## src/rtl/scan_tap_pkg.sv

```systemverilog
package scan_tap_pkg;

  typedef enum logic [3:0] {
    ST_RESET  = 4'd0,
    ST_IDLE   = 4'd1,
    ST_SEL_DR = 4'd2,
    ST_CAP_DR = 4'd3,
    ST_SH_DR  = 4'd4,
    ST_EX1_DR = 4'd5,
    ST_PAU_DR = 4'd6,
    ST_EX2_DR = 4'd7,
    ST_UPD_DR = 4'd8,
    ST_SEL_IR = 4'd9,
    ST_CAP_IR = 4'd10,
    ST_SH_IR  = 4'd11,
    ST_EX1_IR = 4'd12,
    ST_PAU_IR = 4'd13,
    ST_EX2_IR = 4'd14,
    ST_UPD_IR = 4'd15
  } tap_state_t;

  typedef enum logic [1:0] {
    SEL_BYPASS = 2'd0,
    SEL_SAMPLE = 2'd1,
    SEL_EXTEST = 2'd2
  } op_sel_t;

  localparam int IR_W = 3;
  localparam logic [IR_W-1:0] OP_EXTEST  = 3'b000;
  localparam logic [IR_W-1:0] OP_SAMPLE  = 3'b001;
  localparam logic [IR_W-1:0] OP_BYPASS  = 3'b111;
  localparam logic [IR_W-1:0] IR_CAPTURE = 3'b001;

endpackage

```

## src/rtl/scan_tap_fsm.sv

```systemverilog
module scan_tap_fsm
  import scan_tap_pkg::*;
(
  input  logic       tck,
  input  logic       por_n,
  input  logic       tms,
  output tap_state_t state
);

  tap_state_t nxt;

  always_comb begin
    nxt = state;
    case (state)
      ST_RESET:  nxt = tms ? ST_RESET  : ST_IDLE;
      ST_IDLE:   nxt = tms ? ST_SEL_DR : ST_IDLE;
      ST_SEL_DR: nxt = tms ? ST_SEL_IR : ST_CAP_DR;
      ST_CAP_DR: nxt = tms ? ST_EX1_DR : ST_SH_DR;
      ST_SH_DR:  nxt = tms ? ST_EX1_DR : ST_SH_DR;
      ST_EX1_DR: nxt = tms ? ST_UPD_DR : ST_PAU_DR;
      ST_PAU_DR: nxt = tms ? ST_EX2_DR : ST_PAU_DR;
      ST_EX2_DR: nxt = tms ? ST_UPD_DR : ST_SH_DR;
      ST_UPD_DR: nxt = tms ? ST_SEL_DR : ST_IDLE;
      ST_SEL_IR: nxt = tms ? ST_RESET  : ST_CAP_IR;
      ST_CAP_IR: nxt = tms ? ST_EX1_IR : ST_SH_IR;
      ST_SH_IR:  nxt = tms ? ST_EX1_IR : ST_SH_IR;
      ST_EX1_IR: nxt = tms ? ST_UPD_IR : ST_PAU_IR;
      ST_PAU_IR: nxt = tms ? ST_EX2_IR : ST_PAU_IR;
      ST_EX2_IR: nxt = tms ? ST_UPD_IR : ST_SH_IR;
      ST_UPD_IR: nxt = tms ? ST_SEL_DR : ST_IDLE;
      default:   nxt = ST_RESET;
    endcase
  end

  always_ff @(posedge tck or negedge por_n) begin
    if (!por_n) state <= ST_RESET;
    else        state <= nxt;
  end

  assert_reset_holds_R1: assert property (@(posedge tck) disable iff (!por_n)
    (state == ST_RESET && tms) |=> state == ST_RESET);

  assert_shift_dr_stays_R2: assert property (@(posedge tck) disable iff (!por_n)
    (state == ST_SH_DR && !tms) |=> state == ST_SH_DR);

  assert_update_ir_exit_R2: assert property (@(posedge tck) disable iff (!por_n)
    (state == ST_UPD_IR) |=> (state == ST_SEL_DR || state == ST_IDLE));

endmodule

```

## src/rtl/scan_tap_ir.sv

```systemverilog
module scan_tap_ir
  import scan_tap_pkg::*;
(
  input  logic       tck,
  input  logic       por_n,
  input  logic       tdi,
  input  tap_state_t state,
  output logic       ir_so,
  output op_sel_t    op
);

  logic [IR_W-1:0] ir_sh;
  logic [IR_W-1:0] ir_cur;

  always_ff @(posedge tck or negedge por_n) begin
    if (!por_n) begin
      ir_sh  <= IR_CAPTURE;
      ir_cur <= OP_BYPASS;
    end else begin
      case (state)
        ST_RESET:  ir_cur <= OP_BYPASS;
        ST_CAP_IR: ir_sh  <= IR_CAPTURE;
        ST_SH_IR:  ir_sh  <= {tdi, ir_sh[IR_W-1:1]};
        ST_UPD_IR: ir_cur <= ir_sh;
        default:   ;
      endcase
    end
  end

  always_comb begin
    case (ir_cur)
      OP_EXTEST: op = SEL_EXTEST;
      OP_SAMPLE: op = SEL_SAMPLE;
      default:   op = SEL_BYPASS;
    endcase
  end

  assign ir_so = ir_sh[0];

  assert_ir_capture_R3: assert property (@(posedge tck) disable iff (!por_n)
    (state == ST_CAP_IR) |=> ir_sh == IR_CAPTURE);

  assert_ir_update_only_R4: assert property (@(posedge tck) disable iff (!por_n)
    !$stable(ir_cur) |-> ($past(state) == ST_UPD_IR || $past(state) == ST_RESET));

  assert_reset_bypass_R1: assert property (@(posedge tck) disable iff (!por_n)
    (state == ST_RESET) |=> op == SEL_BYPASS);

endmodule

```

## src/rtl/scan_tap_bsr.sv

```systemverilog
module scan_tap_bsr
  import scan_tap_pkg::*;
#(
  parameter int NCELLS = 8
) (
  input  logic              tck,
  input  logic              por_n,
  input  logic              tdi,
  input  tap_state_t        state,
  input  logic              active,
  input  logic [NCELLS-1:0] pad_in,
  input  logic [NCELLS-1:0] core_out,
  input  logic [NCELLS-1:0] core_oe,
  output logic              bs_so,
  output logic [NCELLS-1:0] upd_in,
  output logic [NCELLS-1:0] upd_out,
  output logic [NCELLS-1:0] upd_oe
);

  localparam int LEN = 3 * NCELLS;

  logic [LEN-1:0] sh;
  logic [LEN-1:0] upd;

  always_ff @(posedge tck or negedge por_n) begin
    if (!por_n) begin
      sh  <= '0;
      upd <= '0;
    end else if (active) begin
      case (state)
        ST_CAP_DR: sh  <= {core_oe, core_out, pad_in};
        ST_SH_DR:  sh  <= {tdi, sh[LEN-1:1]};
        ST_UPD_DR: upd <= sh;
        default:   ;
      endcase
    end
  end

  assign bs_so   = sh[0];
  assign upd_in  = upd[NCELLS-1:0];
  assign upd_out = upd[2*NCELLS-1:NCELLS];
  assign upd_oe  = upd[LEN-1:2*NCELLS];

  assert_capture_fields_R6: assert property (@(posedge tck) disable iff (!por_n)
    (state == ST_CAP_DR && active) |=> sh == $past({core_oe, core_out, pad_in}));

  assert_latch_update_only_R7: assert property (@(posedge tck) disable iff (!por_n)
    !$stable(upd) |-> $past(state) == ST_UPD_DR);

endmodule

```

## src/rtl/scan_tap_ctrl.sv

```systemverilog
module scan_tap_ctrl
  import scan_tap_pkg::*;
#(
  parameter int NCELLS = 8
) (
  input  logic              tck,
  input  logic              por_n,
  input  logic              tms,
  input  logic              tdi,
  output logic              tdo,
  output logic              tdo_en,
  input  logic [NCELLS-1:0] core_out,
  input  logic [NCELLS-1:0] core_oe,
  input  logic [NCELLS-1:0] pad_in,
  input  logic              glob_hiz,
  output logic [NCELLS-1:0] pad_out,
  output logic [NCELLS-1:0] pad_oe,
  output logic [NCELLS-1:0] core_in
);

  tap_state_t        state;
  op_sel_t           op;
  logic              ir_so;
  logic              bs_so;
  logic              byp_q;
  logic              ext;
  logic              bs_active;
  logic [NCELLS-1:0] upd_in;
  logic [NCELLS-1:0] upd_out;
  logic [NCELLS-1:0] upd_oe;

  scan_tap_fsm u_fsm (
    .tck   (tck),
    .por_n (por_n),
    .tms   (tms),
    .state (state)
  );

  scan_tap_ir u_ir (
    .tck   (tck),
    .por_n (por_n),
    .tdi   (tdi),
    .state (state),
    .ir_so (ir_so),
    .op    (op)
  );

  assign ext       = (op == SEL_EXTEST);
  assign bs_active = (op != SEL_BYPASS);

  scan_tap_bsr #(.NCELLS(NCELLS)) u_bsr (
    .tck      (tck),
    .por_n    (por_n),
    .tdi      (tdi),
    .state    (state),
    .active   (bs_active),
    .pad_in   (pad_in),
    .core_out (core_out),
    .core_oe  (core_oe),
    .bs_so    (bs_so),
    .upd_in   (upd_in),
    .upd_out  (upd_out),
    .upd_oe   (upd_oe)
  );

  // Single-flop bypass path
  always_ff @(posedge tck or negedge por_n) begin
    if (!por_n) byp_q <= 1'b0;
    else if (op == SEL_BYPASS) begin
      if (state == ST_CAP_DR)     byp_q <= 1'b0;
      else if (state == ST_SH_DR) byp_q <= tdi;
    end
  end

  // Serial out retimed to the falling edge
  always_ff @(negedge tck or negedge por_n) begin
    if (!por_n) begin
      tdo    <= 1'b0;
      tdo_en <= 1'b0;
    end else if (state == ST_SH_IR) begin
      tdo    <= ir_so;
      tdo_en <= 1'b1;
    end else if (state == ST_SH_DR) begin
      tdo    <= bs_active ? bs_so : byp_q;
      tdo_en <= 1'b1;
    end else begin
      tdo    <= 1'b0;
      tdo_en <= 1'b0;
    end
  end

  for (genvar i = 0; i < NCELLS; i++) begin : g_pad
    assign pad_out[i] = ext ? upd_out[i] : core_out[i];
    assign pad_oe[i]  = ext ? upd_oe[i]  : (core_oe[i] & ~glob_hiz);
    assign core_in[i] = ext ? upd_in[i]  : pad_in[i];
  end

  assert_bypass_clear_R5: assert property (@(posedge tck) disable iff (!por_n)
    (state == ST_CAP_DR && op == SEL_BYPASS) |=> byp_q == 1'b0);

  assert_hiz_off_R8: assert property (@(posedge tck) disable iff (!por_n)
    (glob_hiz && op != SEL_EXTEST) |-> pad_oe == '0);

  assert_sample_core_R9: assert property (@(posedge tck) disable iff (!por_n)
    (op == SEL_SAMPLE) |-> (pad_out == core_out && pad_oe == (core_oe & ~{NCELLS{glob_hiz}})));

  assert_tdo_quiet_R10: assert property (@(posedge tck) disable iff (!por_n)
    !tdo_en |-> !tdo);

endmodule

```

## config.mk

```make
export PLATFORM = sky130hd
export DESIGN_NAME = scan_tap_ctrl
export DESIGN_NICKNAME = d
export VERILOG_FILES = /design/src/rtl/scan_tap_pkg.sv /design/src/rtl/scan_tap_fsm.sv /design/src/rtl/scan_tap_ir.sv /design/src/rtl/scan_tap_bsr.sv /design/src/rtl/scan_tap_ctrl.sv
export SDC_FILE = /design/constraint.sdc
export NUM_CORES = 1
export LEC_CHECK = 0
export BUFFER_PORTS_ARGS = -buffer_cell sky130_fd_sc_hd__buf_2
export CORE_ASPECT_RATIO = 0.7
export CORE_MARGIN = 3
export CORE_UTILIZATION = 51
export DETAILED_ROUTE_END_ITERATION = 10
export GPL_TIMING_DRIVEN = 0
export PLACE_DENSITY = 0.76
export SLEW_MARGIN = 20
export SYNTH_ARGS = -nofsm -noshare
export SYNTH_HDL_FRONTEND = slang
export SYNTH_SLANG_ARGS = --single-unit
```

## constraint.sdc

```tcl
create_clock -name tck -period 1.6 [get_ports tck]
set_input_delay 0.08 -clock tck [delete_from_list [all_inputs] [get_ports tck]]
set_output_delay 0.08 -clock tck [all_outputs]
set_load 0.05 [all_outputs]
```

==> results.sh, run 1 <==
export IMPL_setup_ws_ns=-0.533
export IMPL_hold_violations=55
export IMPL_drt_antenna_violating_nets=0
export IMPL_endpoint_kind="register"
export IMPL_cts_tree="yes"
export IMPL_synthTopCellsByArea="dfrtp_1 (42%), mux2_2 (21%), mux2_4 (10%), dfstp_2 (3.2%), o21ai_0 (2.6%)"
export IMPL_ir_drop_mv=0.799
export IMPL_drcViolationCount=0
export IMPL_combPwrFrac=0.430
export IMPL_power_frac_seq=0.353
export IMPL_core_area_sq_um=5990
export IMPL_area_growth_pct=48.1
export IMPL_synthDistinctLibCells=41
export IMPL_intPower_w=0.00412
export IMPL_setup_tns_ns=-19.42
export IMPL_clkPwrFrac=0.217
export IMPL_path_class="reg -> reg"
export IMPL_vias=2560
export IMPL_cts_path_max_buffers=2
export IMPL_yosys_area_top_type="dfrtp_1"
export IMPL_path_cells="or2_4 -> mux2_4 -> a21o_1"
export IMPL_fp_row_count=23
export IMPL_multi_input_area_sq_um=1920
export IMPL_drt_iter0_markers=137
export IMPL_gr_usage_all_layers=0.257
export IMPL_die_w_um=102
export IMPL_cpMaxStageDelayCell="dfstp_2"
export IMPL_slew_viol_final=0
export IMPL_synth_fp_nets=285
export IMPL_dieArea_sq_um=7510
export IMPL_critPathMaxFanout=3
export IMPL_power_leakage_nw=2.47
export IMPL_switchingPower_w=0.00221
export IMPL_die_height_um=73.4
export IMPL_worstPathRequired_ns=0.98
export IMPL_startpoint_type="register"
export IMPL_wl_per_cell_um=22.6
export IMPL_syn_area_sq_um=3310
export IMPL_grt_pass1_vias=2606
export IMPL_grt_max_degree=62
export IMPL_r2r_slack_ns=-0.53
export IMPL_place_gp_congestion=0.849
export IMPL_cp_num_buf_inv=0
export IMPL_regArea_sq_um=1530
export IMPL_dr_pass1_iters=4
export IMPL_synth_warning_count=0
export IMPL_antenna_cells=0
export IMPL_power_density_nw_per_um2=1290
export IMPL_whs_ns=-0.195
export IMPL_hpwl_um=4550
export IMPL_syn_inst=256
export IMPL_relSlewSlack=0.470
export IMPL_final_layout_size_suffix_gt1_frac=0.667
export IMPL_setup_viol=77
export IMPL_port_buffers=54
export IMPL_worstSkewPairLatency_ns=0.35
export IMPL_layout_commonest_cell="mux2_4"
export IMPL_grt_setup_unrepaired="yes"
export IMPL_cts_buffers=9
export IMPL_cp_arrival_ns=1.52
export IMPL_initial_utilization=0.554
export IMPL_cts_clk_slew_worst_paths_ns=0.07
export IMPL_violations="negative hold slack, negative setup slack"
export IMPL_final_cell_mix="mux2_4 (66), dfrtp_1 (54), buf_2 (28)"
export IMPL_grt_pass1_wl_um=14100
export IMPL_swShare=0.349
export IMPL_cts_root_buf="clkbuf_8"
export IMPL_cts_sinks=61
export IMPL_outcome="complete, but fails checks"
export IMPL_synth_top_area_share=0.415
export IMPL_ys_ff_latch=61
export IMPL_holdCritPathClass="in -> async"
export IMPL_critPathTopFamily="flip-flops"
export IMPL_final_util=0.820
export IMPL_yosysSeqAreaShare=0.462
export IMPL_io_pins=55
export IMPL_postRouteWirelength_um=9770
export IMPL_globalRouteOverflowTotal=0
export IMPL_crit_path_max_incr_delay_ns=0.57
export IMPL_worst_pin_slew_ns=0.795
export IMPL_vias_per_cell=5.93
export IMPL_nets=381
export IMPL_ctsHtreeMaxLevel=3
export IMPL_max_cap_violations=0
export IMPL_antenna_found_initial=0
export IMPL_syn_area_per_cell_sq_um=12.9
export IMPL_nFillCells=350
export IMPL_power_w=0.00633
export IMPL_skew_ns=0.0180
power groups by stage:
| stage | clock network, W | logic (W) | registers [W] |
|---|---|---|---|
| finish | 0.00137 | 0.00272 | 0.00224 |
| CTS | 0.00137 | 0.00254 | 0.00217 |
| floorplan | 0 | 0.00162 | 0.00216 |
| global route | 0.00145 | 0.00288 | 0.00228 |
| detailed placement | 0 | 0.00200 | 0.00218 |
| global placement | 0 | 0.00197 | 0.00217 |
synthesized netlist by cell type (all sizes together):
master	instances
nor4bb	1
and4	2
nor2	8
o21ai	17
nand3b	2
a22oi	3
nor3	3
buf	16
a31o	2
nor3b	1
a21o	1
xor2	1
nor2b	2
clkbuf	4
nand2b	9
and2b	1
nand2	13
o21a	1
nor4b	1
nand3	4
dfstp	4
a21oi	3
o221ai	2
dfrtn	2
a211oi	2
a221oi	1
inv	2
or2	1
dfrtp	55
o211ai	1
mux2	89
and3b	1
a32o	1
stage by stage:
stage | setup WS [ns] | instances | instance area (sq um)
after detailed placement | -0.547 | 385 | 3800
after floorplan | -0.454 | 256 | 3430
after CTS | -0.475 | 430 | 4720
after global placement | -0.522 | 385 | 3800
final | -0.533 | 432 | 4910
after global routing | -0.559 | 432 | 4910
layout make-up:
cell class | instances | area share
Timing Repair Buffer | 88 | 0.191
Inverter | 2 | 0.00153
Tap cell | 75 | 0.0191
Buffer | 17 | 0.0456
Sequential cell | 61 | 0.312
Multi-Input combinational cell | 173 | 0.391
Clock buffer | 9 | 0.0252
Clock inverter | 7 | 0.0135
cell families (layout without fill, tap and decap cells):
group,after synthesis,in the layout,share of synthesized area
AOI/OAI and AO/OA,34,34,0.0646
xor gates and xnor gates,1,1,0.00264
buffers and inverters,22,123,0.0529
DFF,61,61,0.462
muxes,89,89,0.329
and+or+nand+nor,49,49,0.0891
per-layer routing:
metal / GRT usage / part of all wire / vias to the layer above
li1: - / - / 1113
met1: 0.334 / 0.42 / 1311
met2: 0.416 / 0.50 / 112
met3: 0.0721 / 0.058 / 24
met4: 0.0902 / 0.023 / 0
met5: 0 / 0 / -
flip-flops by register name (all words and copies together) (netlist names):
register,count
u_bsr.sh,24
u_bsr.upd,24
u_fsm.state,4
u_ir.ir_cur,3
u_ir.ir_sh,3
byp_q,1
tdo,1
tdo_en,1
worst paths after layout:
kind                                 from       endpoint  cells after the start
setup / recovery           u_ir.ir_cur[2]            tdo                      3
hold / removal                      por_n  u_bsr.upd[20]                      1
setup reg to reg           u_ir.ir_cur[2]            tdo                      3
hold reg to reg             u_ir.ir_sh[0]  u_ir.ir_sh[0]                      2
max in group asynchronous           por_n            tdo                      1
min in group tck                      tdi  u_ir.ir_sh[2]                      3
what timing repair did:
action,CTS,global route
resized for setup,120,41
endpoints found under the hold margin,55,55
pin swaps,9,15
setup buffers,26,4
gates cloned,4,2
endpoints found under the setup margin,73,77
No activity file was read; power rests on OpenSTA's default activity.
==> run 2, diff against run 1 <==
--- a/config.mk
+++ b/config.mk
@@ -11,7 +11,7 @@
 export CORE_UTILIZATION = 51
 export DETAILED_ROUTE_END_ITERATION = 10
 export GPL_TIMING_DRIVEN = 0
-export PLACE_DENSITY = 0.76
+export PLACE_DENSITY = 0.86
 export SLEW_MARGIN = 20
 export SYNTH_ARGS = -nofsm -noshare
 export SYNTH_HDL_FRONTEND = slang
==> results.sh, run 2 (synthesis gave the netlist of run 1 again) <==
export IMPL_switchingPower_w=0.00231
export IMPL_path_cells="or2_4 -> mux2_4 -> a21o_1"
export IMPL_holdCritPathClass="in -> async"
export IMPL_core_area_sq_um=5990
export IMPL_power_density_nw_per_um2=1290
export IMPL_cts_buffers=9
export IMPL_layout_commonest_cell="mux2_4"
export IMPL_dieArea_sq_um=7510
export IMPL_cts_tree="yes"
export IMPL_use_met3=0.0797
export IMPL_use_met1=0.358
export IMPL_cp_num_buf_inv=0
export IMPL_endpoint_kind="register"
export IMPL_path_class="reg -> reg"
export IMPL_r2r_slack_ns=-0.54
export IMPL_crit_path_max_incr_delay_ns=0.57
export IMPL_worstPathRequired_ns=1.00
export IMPL_initial_utilization=0.554
export IMPL_grt_pass1_wl_um=14800
export IMPL_ir_drop_mv=0.952
export IMPL_antenna_found_initial=0
export IMPL_skew_ns=0.0200
export IMPL_wl_per_cell_um=24.3
export IMPL_startpoint_type="register"
export IMPL_cts_path_max_buffers=2
export IMPL_nets=389
export IMPL_cpMaxStageDelayCell="dfstp_2"
export IMPL_ctsHtreeMaxLevel=3
export IMPL_grt_busiest_layer="met2"
export IMPL_critPathTopFamily="flip-flops"
export IMPL_postPlaceCellArea_sq_um=3800
export IMPL_area_growth_pct=53.7
export IMPL_vias_per_cell=5.93
export IMPL_place_gp_congestion=0.847
export IMPL_io_pins=55
export IMPL_postRouteWirelength_um=10700
export IMPL_globalRouteOverflowTotal=0
export IMPL_top_regs="u_bsr.sh x24, u_bsr.upd x24, u_fsm.state x4"
export IMPL_hpwl_um=4760
export IMPL_port_buffers=54
export IMPL_outcome="complete, but fails checks"
export IMPL_relSlewSlack=0.469
export IMPL_power_leakage_nw=2.62
export IMPL_power_frac_seq=0.338
export IMPL_worst_pin_slew_ns=0.796
export IMPL_die_height_um=73.4
export IMPL_max_cap_violations=0
export IMPL_slew_viol_final=0
export IMPL_worstSkewPairLatency_ns=0.36
export IMPL_setup_viol=73
export IMPL_stdcell_count=440
export IMPL_dr_pass1_iters=4
export IMPL_power_w=0.00658
export IMPL_drt_iter0_markers=149
export IMPL_cts_root_buf="clkbuf_8"
export IMPL_final_util=0.851
export IMPL_antenna_cells=0
export IMPL_clkPwrFrac=0.211
export IMPL_final_cell_mix="mux2_4 (83), dfrtp_1 (55), buf_6 (33)"
export IMPL_gr_usage_met2=0.435
export IMPL_final_layout_size_suffix_gt1_frac=0.677
export IMPL_vias=2608
export IMPL_die_w_um=102
export IMPL_setup_ws_ns=-0.536
export IMPL_intPower_w=0.00428
export IMPL_fp_row_count=23
export IMPL_cp_arrival_ns=1.53
export IMPL_final_area_sq_um=5090
export IMPL_cts_clk_slew_worst_paths_ns=0.07
export IMPL_swShare=0.350
export IMPL_gr_usage_all_layers=0.272
export IMPL_critPathMaxFanout=3
export IMPL_pre_cts_slack_ns=-0.542
export IMPL_grt_pass1_vias=2719
export IMPL_drt_antenna_violating_nets=0
export IMPL_combPwrFrac=0.451
export IMPL_grt_setup_unrepaired="yes"
export IMPL_post_place_cells=385
export IMPL_hold_violations=55
export IMPL_grt_max_degree=62
export IMPL_cts_sinks=61
export IMPL_violations="negative hold slack, negative setup slack"
export IMPL_whs_ns=-0.218
export IMPL_drcViolationCount=0
-- run 2: changes by cell type in the layout (fill, tap and decap cells not counted), sizes merged --
cell      before  now
buf           99  108
clkbuf        15   16
clkinvlp       1    0
clkinv         5    4
-- run 2: layout make-up --
class	instances	area, sq um
fillers	293	893
multi-input cells	173	2020
flip-flops and latches	61	1530
clock inverters	5	50.0
plain buffers	16	185
clock buffers	11	141
inverters	2	7.51
repair buffers	97	1060
well taps	75	93.8
-- run 2: worst register-to-register path: cells and delay by family (launching register included) --
kind             cells  cell delay (ns)
AND/OR/NAND/NOR      1             0.15
AO/OA/AOI/OAI        1             0.16
flip-flops           1             0.57
multiplexers         1             0.30
-- run 2: final timing paths --
check | startpoint | endpoint | cells after the start
max in group asynchronous | por_n | tdo_en | 1
min in group tck | tdi | u_ir.ir_sh[2] | 3
min | por_n | u_bsr.upd[20] | 1
max | u_ir.ir_cur[2] | tdo | 3
min reg2reg | u_ir.ir_sh[0] | u_ir.ir_sh[0] | 2
max reg2reg | u_ir.ir_cur[2] | tdo | 3
-- run 2: per-stage QoR --
stage | TNS, ns | hold slack, ns
global route | -24.22 | -0.149
finish | -21.77 | -0.218
floorplan | -4.25 | -0.216
CTS | -18.77 | -0.174
detailed placement | -12.16 | 0.206
global placement | -10.78 | 0.385
-- run 2: timing repair --
item | in CTS | in global routing
endpoints found under the setup margin | 73 | 83
gates resized for setup | 112 | 95
gates cloned | 6 | 0
endpoints found under the hold margin | 55 | 55
setup buffers | 31 | 14
pin swaps | 12 | 17
-- run 2: power groups by stage --
| stage | clock network (W) | logic (W) | registers, W |
|---|---|---|---|
| after floorplan | 0 | 0.00162 | 0.00216 |
| after global placement | 0 | 0.00196 | 0.00216 |
| after detailed placement | 0 | 0.00202 | 0.00218 |
| after CTS | 0.00138 | 0.00259 | 0.00215 |
| after global routing | 0.00147 | 0.00312 | 0.00226 |
| final | 0.00139 | 0.00297 | 0.00222 |
-- run 2: routing by layer --
| metal | part of all wire | vias to the layer above |
|---|---|---|
| li1 | - | 1133 |
| met1 | 0.42 | 1322 |
| met2 | 0.49 | 129 |
| met3 | 0.070 | 24 |
| met4 | 0.020 | 0 |
| met5 | 0 | - |
